File: config.mk
export PLATFORM = sky130hd
export DESIGN_NAME = bitset_rmw_unit
export DESIGN_NICKNAME = d
export VERILOG_FILES = /design/src/rtl/bitset_pkg.sv /design/src/rtl/bitset_ctl.sv /design/src/rtl/bitset_dp.sv /design/src/rtl/bitset_rmw_unit.sv
export SDC_FILE = /design/constraint.sdc
export NUM_CORES = 1
export LEC_CHECK = 0
export BUFFER_PORTS_ARGS = -buffer_cell sky130_fd_sc_hd__buf_4
export CAP_MARGIN = 20
export CORE_MARGIN = 3
export CORE_UTILIZATION = 40
export CTS_BUF_LIST = sky130_fd_sc_hd__clkbuf_4 sky130_fd_sc_hd__clkbuf_8
export DETAILED_ROUTE_END_ITERATION = 6
export SYNTH_ARGS = -nofsm -noshare
export SYNTH_HDL_FRONTEND = slang
export SYNTH_SLANG_ARGS = --single-unit
File: constraint.sdc
create_clock -name clk -period 5.3 [get_ports clk]
set_input_delay 0.265 -clock clk [delete_from_list [all_inputs] [get_ports clk]]
set_output_delay 0.265 -clock clk [all_outputs]
set_load 0.01 [all_outputs]
File: src/rtl/bitset_pkg.sv
package bitset_pkg;

  typedef enum logic [3:0] {
    ST_IDLE, ST_OPC, ST_OFF_LO, ST_OFF_HI, ST_DP_PEN,
    ST_RD_LO, ST_RD_HI, ST_INTERNAL, ST_WR_HI, ST_WR_LO
  } seqState_t;

  typedef enum logic [2:0] {
    AS_PC0, AS_PC1, AS_PC2, AS_EA, AS_EA1
  } addrSel_t;

  typedef struct packed {
    logic     load;
    logic     capOffLo;
    logic     capOffHi;
    logic     capMemLo;
    logic     capMemHi;
    logic     rd;
    logic     wr;
    logic     hiByte;
    logic     updZ;
    logic     dpMode;
    logic     wide;
    addrSel_t addrSel;
  } ctlBus_t;

endpackage

File: src/rtl/bitset_ctl.sv
module bitset_ctl
  import bitset_pkg::*;
#(
  parameter logic [7:0] OPC_ABS = 8'h0C,
  parameter logic [7:0] OPC_DP  = 8'h04
) (
  input  logic       clk,
  input  logic       rst_n,
  input  logic       start,
  input  logic [7:0] opcode,
  input  logic       accWide,
  input  logic       dpLowNz,
  output ctlBus_t    ctl,
  output logic       busy,
  output logic       done
);

  seqState_t state, nextState;
  logic modeDp, modeWide, modePen;
  logic accept;

  assign accept = (state == ST_IDLE) && start &&
                  ((opcode == OPC_ABS) || (opcode == OPC_DP));

  always_comb begin
    nextState = state;
    case (state)
      ST_IDLE:     if (accept) nextState = ST_OPC;
      ST_OPC:      nextState = ST_OFF_LO;
      ST_OFF_LO:   nextState = !modeDp ? ST_OFF_HI : (modePen ? ST_DP_PEN : ST_RD_LO);
      ST_OFF_HI:   nextState = ST_RD_LO;
      ST_DP_PEN:   nextState = ST_RD_LO;
      ST_RD_LO:    nextState = modeWide ? ST_RD_HI : ST_INTERNAL;
      ST_RD_HI:    nextState = ST_INTERNAL;
      ST_INTERNAL: nextState = modeWide ? ST_WR_HI : ST_WR_LO;
      ST_WR_HI:    nextState = ST_WR_LO;
      ST_WR_LO:    nextState = ST_IDLE;
      default:     nextState = ST_IDLE;
    endcase
  end

  always_ff @(posedge clk) begin
    if (!rst_n) begin
      state    <= ST_IDLE;
      modeDp   <= 1'b0;
      modeWide <= 1'b0;
      modePen  <= 1'b0;
      done     <= 1'b0;
    end else begin
      state <= nextState;
      done  <= (state == ST_WR_LO);
      if (accept) begin
        modeDp   <= (opcode == OPC_DP);
        modeWide <= accWide;
        modePen  <= (opcode == OPC_DP) && dpLowNz;
      end
    end
  end

  always_comb begin
    ctl          = '0;
    ctl.load     = accept;
    ctl.dpMode   = modeDp;
    ctl.wide     = modeWide;
    ctl.addrSel  = AS_PC0;
    case (state)
      ST_OPC:    ctl.rd = 1'b1;
      ST_OFF_LO: begin ctl.rd = 1'b1; ctl.addrSel = AS_PC1; ctl.capOffLo = 1'b1; end
      ST_OFF_HI: begin ctl.rd = 1'b1; ctl.addrSel = AS_PC2; ctl.capOffHi = 1'b1; end
      ST_RD_LO:  begin ctl.rd = 1'b1; ctl.addrSel = AS_EA;  ctl.capMemLo = 1'b1; end
      ST_RD_HI:  begin ctl.rd = 1'b1; ctl.addrSel = AS_EA1; ctl.capMemHi = 1'b1; ctl.hiByte = 1'b1; end
      ST_WR_HI:  begin ctl.wr = 1'b1; ctl.addrSel = AS_EA1; ctl.hiByte = 1'b1; end
      ST_WR_LO:  begin ctl.wr = 1'b1; ctl.addrSel = AS_EA;  ctl.updZ = 1'b1; end
      default:   ;
    endcase
  end

  assign busy = (state != ST_IDLE);

  a_r6_strobe_excl: assert property (@(posedge clk) disable iff (!rst_n)
    !(ctl.rd && ctl.wr));

  a_r6_quiet_cycles: assert property (@(posedge clk) disable iff (!rst_n)
    (state == ST_INTERNAL || state == ST_DP_PEN) |-> (!ctl.rd && !ctl.wr));

  a_r7_done_pulse: assert property (@(posedge clk) disable iff (!rst_n)
    done |=> !done);

  a_r7_done_after_write: assert property (@(posedge clk) disable iff (!rst_n)
    done |-> ($past(ctl.wr) && !busy));

  a_r9_low_write_last: assert property (@(posedge clk) disable iff (!rst_n)
    (ctl.wr && !ctl.hiByte && ctl.wide) |-> $past(ctl.wr && ctl.hiByte));

  a_r1_busy_ignores_start: assert property (@(posedge clk) disable iff (!rst_n)
    (busy && start) |-> !ctl.load);

endmodule

File: src/rtl/bitset_dp.sv
module bitset_dp
  import bitset_pkg::*;
#(
  parameter int BYTE_W = 8
) (
  input  logic                  clk,
  input  logic                  rst_n,
  input  ctlBus_t               ctl,
  input  logic [2*BYTE_W-1:0]   pcIn,
  input  logic [2*BYTE_W-1:0]   accIn,
  input  logic [2*BYTE_W-1:0]   dirPage,
  input  logic [BYTE_W-1:0]     busRdata,
  output logic [2*BYTE_W-1:0]   busAddr,
  output logic [BYTE_W-1:0]     busWdata,
  output logic                  zeroFlag
);

  localparam int ADDR_W = 2 * BYTE_W;

  logic [ADDR_W-1:0] pcR, accR, dpR, effAddr;
  logic [BYTE_W-1:0] offLo, offHi, memLo, memHi;
  logic [ADDR_W-1:0] rdAddrLo;

  always_ff @(posedge clk) begin
    if (!rst_n) begin
      pcR      <= '0;
      accR     <= '0;
      dpR      <= '0;
      offLo    <= '0;
      offHi    <= '0;
      memLo    <= '0;
      memHi    <= '0;
      zeroFlag <= 1'b0;
      rdAddrLo <= '0;
    end else begin
      if (ctl.load) begin
        pcR  <= pcIn;
        accR <= accIn;
        dpR  <= dirPage;
      end
      if (ctl.capOffLo) offLo <= busRdata;
      if (ctl.capOffHi) offHi <= busRdata;
      if (ctl.capMemLo) begin
        memLo    <= busRdata;
        rdAddrLo <= busAddr;
      end
      if (ctl.capMemHi) memHi <= busRdata;
      if (ctl.updZ) begin
        if (ctl.wide) zeroFlag <= (({memHi, memLo} & accR) == '0);
        else          zeroFlag <= ((memLo & accR[BYTE_W-1:0]) == '0);
      end
    end
  end

  assign effAddr = ctl.dpMode ? (dpR + ADDR_W'(offLo)) : {offHi, offLo};

  always_comb begin
    case (ctl.addrSel)
      AS_PC0:  busAddr = pcR;
      AS_PC1:  busAddr = pcR + ADDR_W'(1);
      AS_PC2:  busAddr = pcR + ADDR_W'(2);
      AS_EA:   busAddr = effAddr;
      AS_EA1:  busAddr = effAddr + ADDR_W'(1);
      default: busAddr = pcR;
    endcase
  end

  assign busWdata = ctl.hiByte ? (memHi | accR[ADDR_W-1:BYTE_W])
                               : (memLo | accR[BYTE_W-1:0]);

  a_r4_write_same_addr: assert property (@(posedge clk) disable iff (!rst_n)
    (ctl.wr && !ctl.hiByte) |-> (busAddr == rdAddrLo));

  a_r5_zero_hold: assert property (@(posedge clk) disable iff (!rst_n)
    !ctl.updZ |=> $stable(zeroFlag));

endmodule

File: src/rtl/bitset_rmw_unit.sv
module bitset_rmw_unit
  import bitset_pkg::*;
#(
  parameter int         BYTE_W  = 8,
  parameter logic [7:0] OPC_ABS = 8'h0C,
  parameter logic [7:0] OPC_DP  = 8'h04
) (
  input  logic                clk,
  input  logic                rst_n,
  input  logic                start,
  input  logic [7:0]          opcode,
  input  logic [2*BYTE_W-1:0] pcIn,
  input  logic [2*BYTE_W-1:0] accIn,
  input  logic                accWide,
  input  logic [2*BYTE_W-1:0] dirPage,
  output logic [2*BYTE_W-1:0] busAddr,
  output logic                busRd,
  output logic                busWr,
  output logic [BYTE_W-1:0]   busWdata,
  input  logic [BYTE_W-1:0]   busRdata,
  output logic                busy,
  output logic                done,
  output logic                zeroFlag
);

  ctlBus_t ctl;

  bitset_ctl #(.OPC_ABS(OPC_ABS), .OPC_DP(OPC_DP)) u_ctl (
    .clk     (clk),
    .rst_n   (rst_n),
    .start   (start),
    .opcode  (opcode),
    .accWide (accWide),
    .dpLowNz (dirPage[BYTE_W-1:0] != '0),
    .ctl     (ctl),
    .busy    (busy),
    .done    (done)
  );

  bitset_dp #(.BYTE_W(BYTE_W)) u_dp (
    .clk      (clk),
    .rst_n    (rst_n),
    .ctl      (ctl),
    .pcIn     (pcIn),
    .accIn    (accIn),
    .dirPage  (dirPage),
    .busRdata (busRdata),
    .busAddr  (busAddr),
    .busWdata (busWdata),
    .zeroFlag (zeroFlag)
  );

  assign busRd = ctl.rd;
  assign busWr = ctl.wr;

endmodule

* Word-level counts from Yosys, hierarchy flattened
Index checks and enable logic that the tools add are counted.
** Word-level totals
- Bits in registers :: 89
- Input port bits :: 68
- Output and inout port bits :: 29
- Word-level logic and storage cells :: 70
** Operators by class
- $add $sub $neg :: 4
- Equal/unequal tests :: 16
- Mux-type cells :: 19
- Bitwise gates (word level) :: 4
- Reductions and logical operators :: 14
** Operators with widths (number)
- case mux 16 bit (4 select lines) :: 1
- adder 16 x 1 -> 16 bit, second input constant :: 2
- case mux 4 bit (8 select lines) :: 1
- adder 16 x 2 -> 16 bit, second input constant :: 1
- adder 16 x 8 -> 16 bit :: 1
- bitwise AND 16 bit :: 1
- equality test 4 x 3 -> 1 bit, second input constant :: 4
- logical NOT 16 bit :: 1
- two-way mux 16 bit :: 1
- bitwise OR 8 bit :: 2
- two-way mux 1 bit :: 12
- case mux 3 bit (4 select lines) :: 1
- bitwise AND 8 bit :: 1
- equality test 4 x 2 -> 1 bit, second input constant :: 2
- equality test 4 bit, second input constant :: 2
- equality test 8 x 3 -> 1 bit, second input constant :: 1
- equality test 8 x 4 -> 1 bit, second input constant :: 1
- logical NOT 8 bit :: 1
- two-way mux 4 bit :: 2
- two-way mux 8 bit :: 1
- nonzero test 8 bit :: 1
- OR reduction 2 bit :: 4
- equality test 3 x 2 -> 1 bit, second input constant :: 2
- OR reduction 5 bit :: 1
- other kinds (8) :: 10

* Depth between registers and ports, before layout
Gate-level depths: netlist (run 1).
- Depth after elaboration :: 5
- Gate-level depth with buffers :: 16
- Mapped depth without buffers :: 12

* Modules after synthesis
Synthesis (run 1) repeated with hierarchy kept, for this count alone.
** Unflattened totals
- Cells, all modules :: 759
- Area, all modules :: 6214.7 sq um
** Modules (own cells, without submodules)
- bitset_dp :: instances 1, cells an instance 686, area each 5635.4 sq um
- bitset_ctl :: instances 1, cells an instance 70, area each 563.0 sq um
- bitset_rmw_unit :: instances 1, cells an instance 3, area each 16.3 sq um

* Least setup slack after synthesis (run 1)
OpenSTA, ideal clock, no wires.
- Path kind :: reg-to-output
- Start :: register u_ctl.state[1]
- End :: output busAddr[14]
- Arrival :: 3.359 ns
- Path slack :: 1.676 ns
- Cell stages (with the launch flop) :: 16
- Cell sequence :: dfxtp_1 buf_6 or4b_4 nand2_2 buf_2 buf_1 clkbuf_1 nand2_1 nand2_1 ha_1 nand2_1 nor4b_4 nand4b_1 nor3_2 xnor2_1 o221ai_1
** Between the ends
- Cells in the longest elaborated chain, start to end :: 5
** Ends and longest elaborated chain
- from (decl) :: line bitset_ctl.sv:18 : seqState_t state, nextState;
- from (signal assigned) :: line bitset_ctl.sv:50 : state <= nextState;
- equality test 4 x 3 -> 1 bit or equality test 4 bit (tied branches) :: line bitset_ctl.sv:66 : case (state)
- OR reduction 2 bit (no line)
- case mux 3 bit (4 select lines) (*) :: line bitset_ctl.sv:66
- equality test 3 bit (tied with other cells) :: line bitset_dp.sv:58 : case (ctl.addrSel)
- case mux 16 bit (4 select lines) (*) :: line bitset_dp.sv:58
- to (decl) :: line bitset_rmw_unit.sv:16 : output logic [2*BYTE_W-1:0] busAddr,
Every way passes the cells marked *; elsewhere a longest branch is shown, timed or not.

* Worst setup path in the final report (run 1)
- Start :: register u_ctl.state[1]
- End :: output busAddr[10]
Same word-level chain as after synthesis.

==> impl_results.md, run 1 <==
- Status: finished, final reports clean
- Drt first pass iters: 5
- WS Path Type: reg -> out
- Crit-path max cell delay: slightly below 0.7 ns
- CTS Root Cell: clkbuf_8
- Top_reg_cell synth: dfxtp_1
- Num rows: 42
- CTS tree: yes
- H-tree depth: 3
- Fin. max-slew vios: 0
- Int Pwr: about 940 uW
- Core area: ~0.013 sq mm
- CP max stage cell: nand2_2
- Normalized max-slew margin: around a third
- Achievable frequency: about 220 MHz
- Logic gate share of total power: roughly 5.4%
- I/O pins: 97
- # hold bufs at CTS: 0
- # DRC: 0
- Overflow after GRT: 0
- Worst vdd ir: between 0.0001 and 0.00015 V
- Syn. warnings: 0
- Initial core utilization: between 40% and 50%
- Drt via density: about 5.7
- Worst-path clk slew: between 0.1 and 0.15 ns
- Routed vias: roughly 5700
- Synth cell count leaders: 201 x nand2_1, 89 x dfxtp_1, 83 x a21boi_0
- Cells after synthesis: approximately 750
- Routed Antenna Nets: 0
- GRT Util Overall: a little over a fifth
- XOR/XNOR Fraction of Synth Area: between 4 and 5%
- DR WL/cell: approximately 17 microns
- Most area-consuming cells after synthesis: dfxtp_1 32%, nand2_1 13%, a21boi_0 11%
- Top cell type's share of synthesized area: around a third
- Area leader, netlist: dfxtp_1
- Vias in the first global route: between 5000 and 6000
- Sequential share of the synthesized area: approximately a third
- Most used cell, CP: nor2_1
- Compound-gate portion of the synthesized area: 27.99%
- P_leak: about 2.4 nW
- Setup TNS: 0 ns
- Tmin final: between 4 and 5 ns
- Buffers on Ports: 96
- Die ar.: 0.01546 sq mm
- Unrepaired setup endpoints after global routing: false
- Most frequent cell after synthesis: nand2_1
- Post-CTS Setup Inserts: 0
- First-pass GRT wire length: between 20 and 30 mm
- Diode count: 0
- Min-Delay Path Class: in -> reg
- Initial antenna violation count: 0
- Reg power frac: a little over half
- Power share of the clock group: between 40% and 50%
- #FFs+latches synth: slightly below 90
- Share of layout cells above drive strength 1: between 10% and 20%
- CP max FO: 31
- Total wire length: roughly 17 mm
- Post-synth EDFFs: 0
- Required time at the worst-slack endpoint: 5.04 ns
- Proportion of synthesized area in mux cells: less than 1%
- Adder-Cell Fraction of Synth Area: about 2.6%
- DP HPWL: between 10 and 15 mm
- Initial DRC Count: between 300 and 400
- Maxcap violations: 0
- Period Utilization, post-route: 85.27%
- CTS Buf Count: 9
- Endpoints failing setup: 0
- WP data arrival: 4.25 ns
- Number of library cell types mapped by synthesis: 71
- TritonCTS Sinks: 89
- Final #Nets: between 800 and 900
- PD cells: about 190 mW/mm^2
- Largest net degree at the start of global routing: 88
- Setup crit start kind: register
- Crit-path cells: nand4bb_1 > nand2_2 > nor2_1 > a21oi_1 > nor4b_4 > nand4b_1 > xnor2_1 > a221oi_1 > nor2_1 > buf_4
- Post-synth ARST share: 0%
- Die X: between 100 and 150 microns
- Hold slack: 0.1185 ns
- Crit. End Element: primary output
- P_sw: between 300 and 400 uW
- Worst-skew pair later-pin latency: 0.39 ns
- Worst Max-Slew Pin Slew: about 1 ns
- Vert. Die Dim: between 100 and 150 microns
- Area Growth Syn to Fin: 18.07%
- CTS max path bufs: 2
- Switching part of the total: 24.70%
- Simple-Gate Fraction of Synth Area: 28.61%
- GP Congestion: ~0.92
- Largest family of logic cells by synthesized area: simple AND/OR/NAND/NOR gates
- Syn_nets: 827
- Setup Skew: around 0.016 ns
- Post-cts sizing count: 0
- Cell Area, Synth: around 0.0056 sq mm
- Syn Area/Cell: about 7.5 sq um
- Final hold viol count: 0
-- area by class of cell --
class	instances	area [sq um]
fillers	1380	6839
multi-input cells	602	3602
flip-flops and latches	89	1782
repair buffers	101	778.2
well taps	176	220.2
clock buffers	9	123.9
clock inverters	7	88.84
inverters	5	18.77
-- final timing paths --
path | startpoint | to | slack, ns | cells after the start
worst max-delay path | u_ctl.state[1] | busAddr[10] | 0.78 | 10
worst min-delay path | dirPage[15] | u_dp.dpR[15] | 0.12 | 3
worst max register to register | u_ctl.state[1] | u_ctl.state[2] | 2.47 | 4
worst min register to register | u_dp.offHi[0] | u_dp.offHi[0] | 0.47 | 2
-- per-stage QoR --
step           util [%]  total power, mW  cells  cell area [sq um]  worst slack (ns)
6_report          49.16            1.247    989               6614            0.7806
2_1_floorplan         -           0.7039    748               5602             1.676
3_5_place_dp      47.38           0.7535    972               6374             1.280
4_1_cts           48.96            1.265    988               6586            0.8242
3_3_place_gp      47.38           0.7528    972               6374             1.453
5_1_grt           49.16            1.296    989               6614            0.3549
-- sequential cells by signal, indices dropped and copies added, names as in the netlist --
name,count
u_ctl.modeWide,1
u_dp.accR,16
u_dp.dpR,16
u_dp.offLo,8
u_dp.offHi,8
u_ctl.modeDp,1
u_dp.zeroFlag,1
u_ctl.done,1
u_dp.memLo,8
u_ctl.state,4
u_dp.memHi,8
u_dp.pcR,16
u_ctl.modePen,1
-- power by group through the flow --
stage | Combinational [mW] | Clock, mW | Sequential [mW]
2_1_floorplan | 0.0187 | 0 | 0.685
3_3_place_gp | 0.0670 | 0 | 0.686
3_5_place_dp | 0.0676 | 0 | 0.686
4_1_cts | 0.0679 | 0.526 | 0.670
5_1_grt | 0.0728 | 0.553 | 0.671
6_report | 0.0669 | 0.509 | 0.670
-- placed cells by master, fill, tap and decap left out, drive strengths merged, types with 4 or more instances in the layout --
master	instances
a21boi	83
o221ai	8
a21o	8
o211a	4
nand2	203
a22oi	12
xor2	8
clkbuf	9
dfxtp	89
nand3	17
xnor2	20
ha	10
nor2b	8
o211ai	4
a31oi	4
nor2	42
nor4	8
a211oi	6
nor3	23
buf	101
and3	14
a21oi	27
clkinv	4
inv	7
a221oi	7
and2	6
nand4	7
o21ai	25
-- logic make-up after synthesis --
kind of cell / Yosys count
compound gates: 213
xor+xnor: 28
fa+ha+maj: 11
buf+inv: 57
flops: 89
mux: 3
simple gates: 347
-- per-layer routing --
metal  GRT usage (%)  vias to the layer above  routed length [microns]
met5               0                        -                        0
met4           8.059                        0                      498
met3           4.931                       40                      923
met2           34.48                      173                     7748
met1           27.33                     2664                     7564
li1                -                     2773                        -
-- worst max-delay path: cells and delay by family, from the launching register on --
family | cells | cell delay, ns
and+or+nand+nor | 6 | 2.04
AOI/OAI and AO/OA | 2 | 0.80
DFF | 1 | 0.66
xor gates and xnor gates | 1 | 0.21
buffers and inverters | 1 | 0.15
(Power assumes the default switching activity.)
==> inputs of run 2 (changes only) <==
SYNTH_HIERARCHICAL = 1   (was unset)
==> run 2 against run 1 <==
Sequential share of layout area is 1.9 points lower. Highest routed layer unchanged. Largest cell class unchanged. Critical path type unchanged. Via count is 0.55% higher. Register-to-register slack better by 0.39 ns.
==> impl_results.md, run 2 <==
- # hold bufs at CTS: 0 (unchanged)
- Most area-consuming cells after synthesis: dfxtp_1 29%, mux2i_1 15%, nor2b_1 8.8%
- DR WL/cell: 17.72 microns (+4.7%)
- Initial antenna violation count: 0 (unchanged)
- Final hold viol count: 0 (unchanged)
- DP HPWL: 13.33 mm (+10%)
- CP endpoint: busAddr[12]
- # DRC: 0 (unchanged)
- Final #Nets: 892 (+0.56%)
- Setup crit start kind: register
- Crit path launch: u_ctl/state[2]
- Syn_nets: 838 (+1.3%)
- Post-cts sizing count: 0 (unchanged)
- Tmin final: 4.697 ns (+0.1776 ns)
- Area post-placement: 0.006942 sq mm (+8.9%)
- Reg-to-reg endpoint: u_dp/pcR[8]
- Syn Area/Cell: 8.188 sq um (+9.3%)
- Top cell type's share of synthesized area: 28.67% (-3.1 points)
- GP Congestion: 0.9297 (+0.54%)
- Crit-path max cell delay: 0.64 ns (-0.05 ns)
- Crit-path cells: inv_1 > nor2_1 > a21oi_1 > nor2_1 > inv_2 > or3_1 > buf_4 > o21ai_0 > ha_1 > nand3_1 > and3b_2 > nand4b_4 > o31a_1 > o31ai_1 > buf_4
- CTS tree: yes
- Area leader, netlist: dfxtp_1
- CTS max path bufs: 2 (unchanged)
- Area Growth Syn to Fin: 14.70%
- Required time at the worst-slack endpoint: 5.04 ns (about the same)
- Drt via density: 5.670 (-0.76%)
- Register-to-Register Path Depth: 5 (+1)
- Vias in the first global route: 5452 (+3.7%)
- Normalized max-slew margin: 38.54% (+4.3 points)
- Status: finished, final reports clean
- WP data arrival: 4.43 ns (+0.18 ns)
- Logic gate share of total power: 5.8% (+0.4 points)
- TritonCTS Sinks: 89 (unchanged)
- Most frequent cell after synthesis: mux2i_1
- Synth cell count leaders: 95 x mux2i_1, 89 x dfxtp_1, 87 x nor2b_1
- Setup Skew: 0.006390 ns (-0.009128 ns)
- Cell Area, Synth: 0.006215 sq mm (+11%)
- Worst-path clk slew: 0.09 ns (-0.02 ns)
- Area of the multi-input gates: 0.004115 sq mm (+14%)
- Fillers: 1471 (+6.6%)
- Compound-gate portion of the synthesized area: 18.04% (-9.9 points)
- Die ar.: 0.01707 sq mm (+10%)
- Period Utilization, post-route: 88.62% (+3.4 points)
- Largest registers: u_dp/accR: 16 flops, u_dp/dpR: 16 flops, u_dp/pcR: 16 flops
- Fin. max-slew vios: 0 (unchanged)
- XOR/XNOR Fraction of Synth Area: 3.241% (-1.1 points)
- Buffers on Ports: 96 (unchanged)
- Most frequent cells in the layout: 103 x buf_4, 95 x mux2i_1, 89 x dfxtp_1, 87 x nor2b_1, 53 x nor2_1
- Overflow after GRT: 0 (unchanged)
- GRT Util Overall: 21.14% (-0.066 points)
- Adder-Cell Fraction of Synth Area: 2.335% (-0.26 points)
- Routed vias: 5681 (+0.55%)
- Die X: 130.6 microns (+5.1%)
- Top_reg_cell synth: dfxtp_1
- PD cells: 168.3 mW/mm^2 (-11%)
- P_sw: 297.6 uW (-3.3%)
- Initial core utilization: 41.81% (+0.17 points)
- Largest net degree at the start of global routing: 90 (+2.3%)
- Achievable frequency: 212.9 MHz (-3.8%)
- Share of layout cells above drive strength 1: 17.11% (+0.63 points)
- Cells after synthesis: 759 (+1.5%)
- CP max stage cell: nor2_1
- Maxcap violations: 0 (unchanged)
- Post-CTS Setup Inserts: 0 (unchanged)
- Min-Delay Path Class: in -> reg
- Num rows: 44 (+4.8%)
- Int Pwr: 902.4 uW (-3.9%)
- Vert. Die Dim: 130.6 microns (+5.1%)
- Number of library cell types mapped by synthesis: 74 (+4.2%)
- Post-synth EDFFs: 0 (unchanged)
- Simple-Gate Fraction of Synth Area: 26.88% (-1.7 points)
- Drt first pass iters: 5 (unchanged)
- I/O pins: 97 (unchanged)
- First-pass GRT wire length: 28.39 mm (+5.4%)
- R2R setup slack: 2.86 ns (+0.39 ns)
- CTS Buf Count: 9 (unchanged)
- Largest family of logic cells by synthesized area: simple AND/OR/NAND/NOR gates
- Setup TNS: 0 ns (unchanged)
- CP max FO: 27 (-13%)
- FF-to-FF Start: u_ctl/state[3]
- Core area: 0.01486 sq mm (+10%)
- Syn. warnings: 6 (+6)
- Register area: 0.001782 sq mm (unchanged)
- Worst hold start: accWide
- Initial DRC Count: 435 (+15%)
- WS Path Type: reg -> out
- Power share of the clock group: 38.3% (-2.6 points)
- Post-route cell area: 0.007128 sq mm (+7.8%)
- CTS Root Cell: clkbuf_8
- Proportion of synthesized area in mux cells: 15.66% (+15 points)
- Total wire length: 17.75 mm (+6.1%)
- Worst Max-Slew Pin Slew: 0.9185 ns (-0.06111 ns)
- Worst-skew pair later-pin latency: 0.38 ns (about the same)
- Most common cell after layout, fill and taps aside: buf_4
- Worst vdd ir: 0.0001347 V (-0.26%)
- Routed Antenna Nets: 0 (unchanged)
- #FFs+latches synth: 89 (unchanged)
- Endpoints failing setup: 0 (unchanged)
- Switching part of the total: 24.80% (+0.11 points)
- H-tree depth: 3 (unchanged)
- Unrepaired setup endpoints after global routing: false
- Diode count: 0 (unchanged)
- P_leak: 2.490 nW (+2.4%)
- Post-synth ARST share: 0% (unchanged)
- Sequential share of the synthesized area: 28.67% (-3.1 points)
- Reg power frac: 55.9% (+2.1 points)
- Crit. End Element: primary output
==> run 2: cell count changes after synthesis, sizes merged, moves of 7 or more <==
| cell | delta |
|---|---|
| nand2b | +7 |
| a21oi | +24 |
| nor2b | +79 |
| o21ai | +10 |
| and2 | +8 |
| buf | +15 |
| nor2 | +11 |
| mux2i | +93 |
| nand2 | -156 |
| clkbuf | -7 |
| a21boi | -80 |
==> run 2: critical path: cells and delay by family (launching register included) <==
family	cells	cell delay (ns)
buffers and inverters	4	0.73
flip-flops	1	0.57
adder cells (fa/ha/maj)	1	0.23
AO/OA/AOI/OAI	4	0.78
AND/OR/NAND/NOR	6	1.73
==> run 2: final cells by class <==
| type | count | area share (%) |
|---|---|---|
| clock buffer | 10 | 1.931 |
| clock inverter | 6 | 0.6846 |
| inverter | 11 | 0.5793 |
| multi-input combinational | 599 | 57.73 |
| sequential | 89 | 25.00 |
| tap | 184 | 3.230 |
| timing repair buffer | 103 | 10.85 |
==> run 2: power by group through the flow <==
| stage | sequential (mW) | combinational, mW | clock (mW) |
|---|---|---|---|
| 6_report | 0.670 | 0.0696 | 0.460 |
| 5_1_grt | 0.671 | 0.0753 | 0.502 |
| 4_1_cts | 0.670 | 0.0707 | 0.475 |
| 3_5_place_dp | 0.686 | 0.0705 | 0 |
| 3_3_place_gp | 0.686 | 0.0693 | 0 |
| 2_1_floorplan | 0.685 | 0.0216 | 0 |
==> run 2: cell families after synthesis <==
kind of cell,after synthesis
buffers and inverters,71
AOI/OAI and AO/OA,167
xor gates and xnor gates,23
adders and majority gates,11
muxes,97
and+or+nand+nor,301
DFF,89
==> run 2: worst min-delay path by stage <==
| stage | to | slack (ns) | cells after the start |
|---|---|---|---|
| 3_3_place_gp | u_ctl/modePen | 0.46 | 2 |
| 4_1_cts | u_ctl/modeWide | 0.08 | 3 |
| 5_1_grt | u_ctl/modeWide | 0.11 | 3 |
| 3_5_place_dp | u_ctl/modePen | 0.46 | 2 |
| 6_report | u_ctl/modeWide | 0.10 | 3 |
| 2_1_floorplan | u_ctl/done | 0.39 | 1 |
==> run 2: through the flow <==
step | util, % | hold WS, ns | power (mW) | setup slack, ns | std cells
global route | 47.95 | 0.1085 | 1.248 | 0.1427 | 1002
finish | 47.95 | 0.1045 | 1.200 | 0.6030 | 1002
CTS | 47.95 | 0.08489 | 1.216 | 0.5807 | 1002
global placement | 46.70 | 0.4641 | 0.7553 | 1.225 | 986
floorplan | - | 0.3867 | 0.7068 | 1.600 | 759
detailed placement | 46.70 | 0.4649 | 0.7565 | 1.034 | 986
==> run 2: layer usage <==
metal  track usage, %  share of wire, %  vias up
met2            36.33                48      162
met3            4.228               4.8       19
met5                0                 0        -
met1            27.46                46     2679
li1                 -                 -     2821
met4            4.779               1.4        0
==> inputs of run 3 (changes only) <==
CORE_MARGIN = unset   (was 3)
clock period = 4.9 ns   (was 5.3 ns; I/O delays follow)
==> run 3 against run 2 <==
Cell count rose by 0.50%. Global-route usage rose by 1.6 points. Flip-flop and latch count did not move. Clock skew rose by 0.0049 ns. Power rose by 12%. Largest power group unchanged.
==> impl_results.md, run 3 (synthesized netlist as in run 2, its figures left out) <==
- Maxcap violations: 0 (unchanged)
- Buffers on Ports: 96 (unchanged)
- Unrepaired setup endpoints after global routing: false
- R2R setup slack: 2.27 ns (-0.59 ns)
- Pre-CTS setup slack: 0.8223 ns (-0.2116 ns)
- Num rows: 45 (+2.3%)
- Status: finished, final reports clean
- Share of layout cells above drive strength 1: 17.22% (+0.10 points)
- Achievable frequency: ~220 MHz
- Most frequent cells in the layout: 103 x buf_4, 95 x mux2i_1, 89 x dfxtp_1, 87 x nor2b_1, 53 x nor2_1
- Post-Route Utilization: 47.16% (-0.79 points)
- Normalized max-slew margin: 27.85% (-11 points)
- Setup TNS: 0 ns (unchanged)
- Initial antenna violation count: 0 (unchanged)
- WP data arrival: 4.26 ns (-0.17 ns)
- Final hold viol count: 0 (unchanged)
- PD cells: 188.1 mW/mm^2 (+12%)
- Worst-path clk slew: 0.10 ns (about the same)
- CTS max path bufs: 2 (unchanged)
- Area post-placement: 0.006947 sq mm (about the same)
- Final #Nets: 893 (+0.11%)
- Reg-to-reg endpoint: u_dp/dpR[6]
- Crit. End Element: primary output
- CP max FO: 19 (-30%)
- Worst vdd ir: 0.0001822 V (+35%)
- Diode count: 0 (unchanged)
- DP HPWL: 13.44 mm (+0.82%)
- Largest net degree at the start of global routing: 90 (unchanged)
- Fin. max-slew vios: 0 (unchanged)
- Vias in the first global route: 5550 (+1.8%)
- Largest registers: u_dp/accR: 16 flops, u_dp/dpR: 16 flops, u_dp/pcR: 16 flops
- Required time at the worst-slack endpoint: 4.66 ns (-0.38 ns)
- CTS tree: yes
- First-pass GRT wire length: 28.74 mm (+1.2%)
- GP Congestion: 0.8557 (-8.0%)
- Overall power: 1.348 mW (+12%)
- H-tree depth: 3 (unchanged)
- Setup crit start kind: register
- Worst-skew pair later-pin latency: 0.37 ns (about the same)
- Hold EP: u_ctl/modeWide
- Die X: 126.6 microns (-3.1%)
- FF-to-FF Start: u_ctl/state[0]
- Routed vias: 5731 (+0.88%)
- Initial core utilization: 40.88% (-0.93 points)
- Post-CTS Setup Inserts: 0 (unchanged)
- Setup Skew: 0.01126 ns (+0.004873 ns)
- Drt via density: 5.691 (+0.38%)
- Routed Antenna Nets: 0 (unchanged)
- CTS Root Cell: clkbuf_8
- Fillers: 1512 (+2.8%)
- TritonCTS Sinks: 89 (unchanged)
- Worst Hold Depth: 3 (unchanged)
- Endpoints failing setup: 0 (unchanged)
- # hold bufs at CTS: 0 (unchanged)
- # DRC: 0 (unchanged)
- Post-cts sizing count: 0 (unchanged)
- Worst Max-Slew Pin Slew: 1.082 ns (+0.1637 ns)
- Drt first pass iters: 5 (unchanged)
- GRT Util Overall: 22.73% (+1.6 points)
- I/O pins: 97 (unchanged)
- Register-to-Register Path Depth: 5 (unchanged)
- Initial DRC Count: 374 (-14%)
- Tmin final: between 4 and 5 ns
- Total wire length: 17.88 mm (+0.70%)
- Min-Delay Path Class: in -> reg
- Die ar.: 0.01604 sq mm (-6.0%)
- Post-Layout Cell Count: 1007 (+0.50%)
- Post-route cell area: 0.007169 sq mm (+0.58%)
- Period Utilization, post-route: 91.97%
- Most common cell after layout, fill and taps aside: buf_4
- Placed insts: 990 (+0.41%)
- P_leak: 2.511 nW (+0.85%)
- Vert. Die Dim: 126.6 microns (-3.1%)
- Hold slack: 0.09459 ns (-0.009871 ns)
- Worst hold start: accWide
- DR WL/cell: 17.75 microns (+0.20%)
- CTS Buf Count: 9 (unchanged)
- Area Growth Syn to Fin: 15.36%
- WS Path Type: reg -> out
- Core area: 0.01520 sq mm (+2.3%)
- Overflow after GRT: 0 (unchanged)
- Final WS setup: 0.3936 ns (-0.2095 ns)
==> run 3: final cells by class <==
type / instances / area [sq um] / share of cell area (%)
multi-input combinational: 599 / 4115 / 57.40
sequential: 89 / 1782 / 24.85
timing repair buffer: 104 / 784.5 / 10.94
tap: 188 / 235.2 / 3.281
clock buffer: 10 / 137.6 / 1.920
clock inverter: 6 / 73.82 / 1.030
inverter: 11 / 41.29 / 0.5759
==> run 3: how the worst max path moves through the flow <==
stage                   start           to  slack, ns  depth (start not counted)
2_1_floorplan  u_ctl/state[1]  busAddr[12]       1.22                         16
4_1_cts        u_ctl/state[2]  busAddr[11]       0.38                         12
6_report       u_ctl/state[2]  busAddr[15]       0.39                         12
3_5_place_dp   u_ctl/state[2]  busAddr[11]       0.82                         12
3_3_place_gp   u_ctl/state[1]  busAddr[12]       0.99                         16
5_1_grt        u_ctl/state[1]  busAddr[12]       0.04                         16
==> run 3: critical path, stage by stage, from the launching register on <==
cell and delay (ns):
dfxtp_1 0.59, nor2_1 0.14, and2_1 0.22, o21a_1 0.46, nor3b_4 0.63, nand2b_1 0.18
o32a_1 0.41, a21oi_1 0.22, nand3_1 0.22, nor3_1 0.35, mux2i_1 0.25, nand2_1 0.07
buf_4 0.14
==> run 3: metal layers <==
metal,routed length [microns],GRT usage (%)
met5,0,0
met1,8309,30.20
met2,8218,37.37
met4,365,7.583
met3,985,3.754
==> run 3: power by group <==
part	total (mW)	internal (mW)	switching [mW]
clock	0.546	0.257	0.290
combinational	0.0767	0.0481	0.0286
sequential	0.725	0.724	0.00147
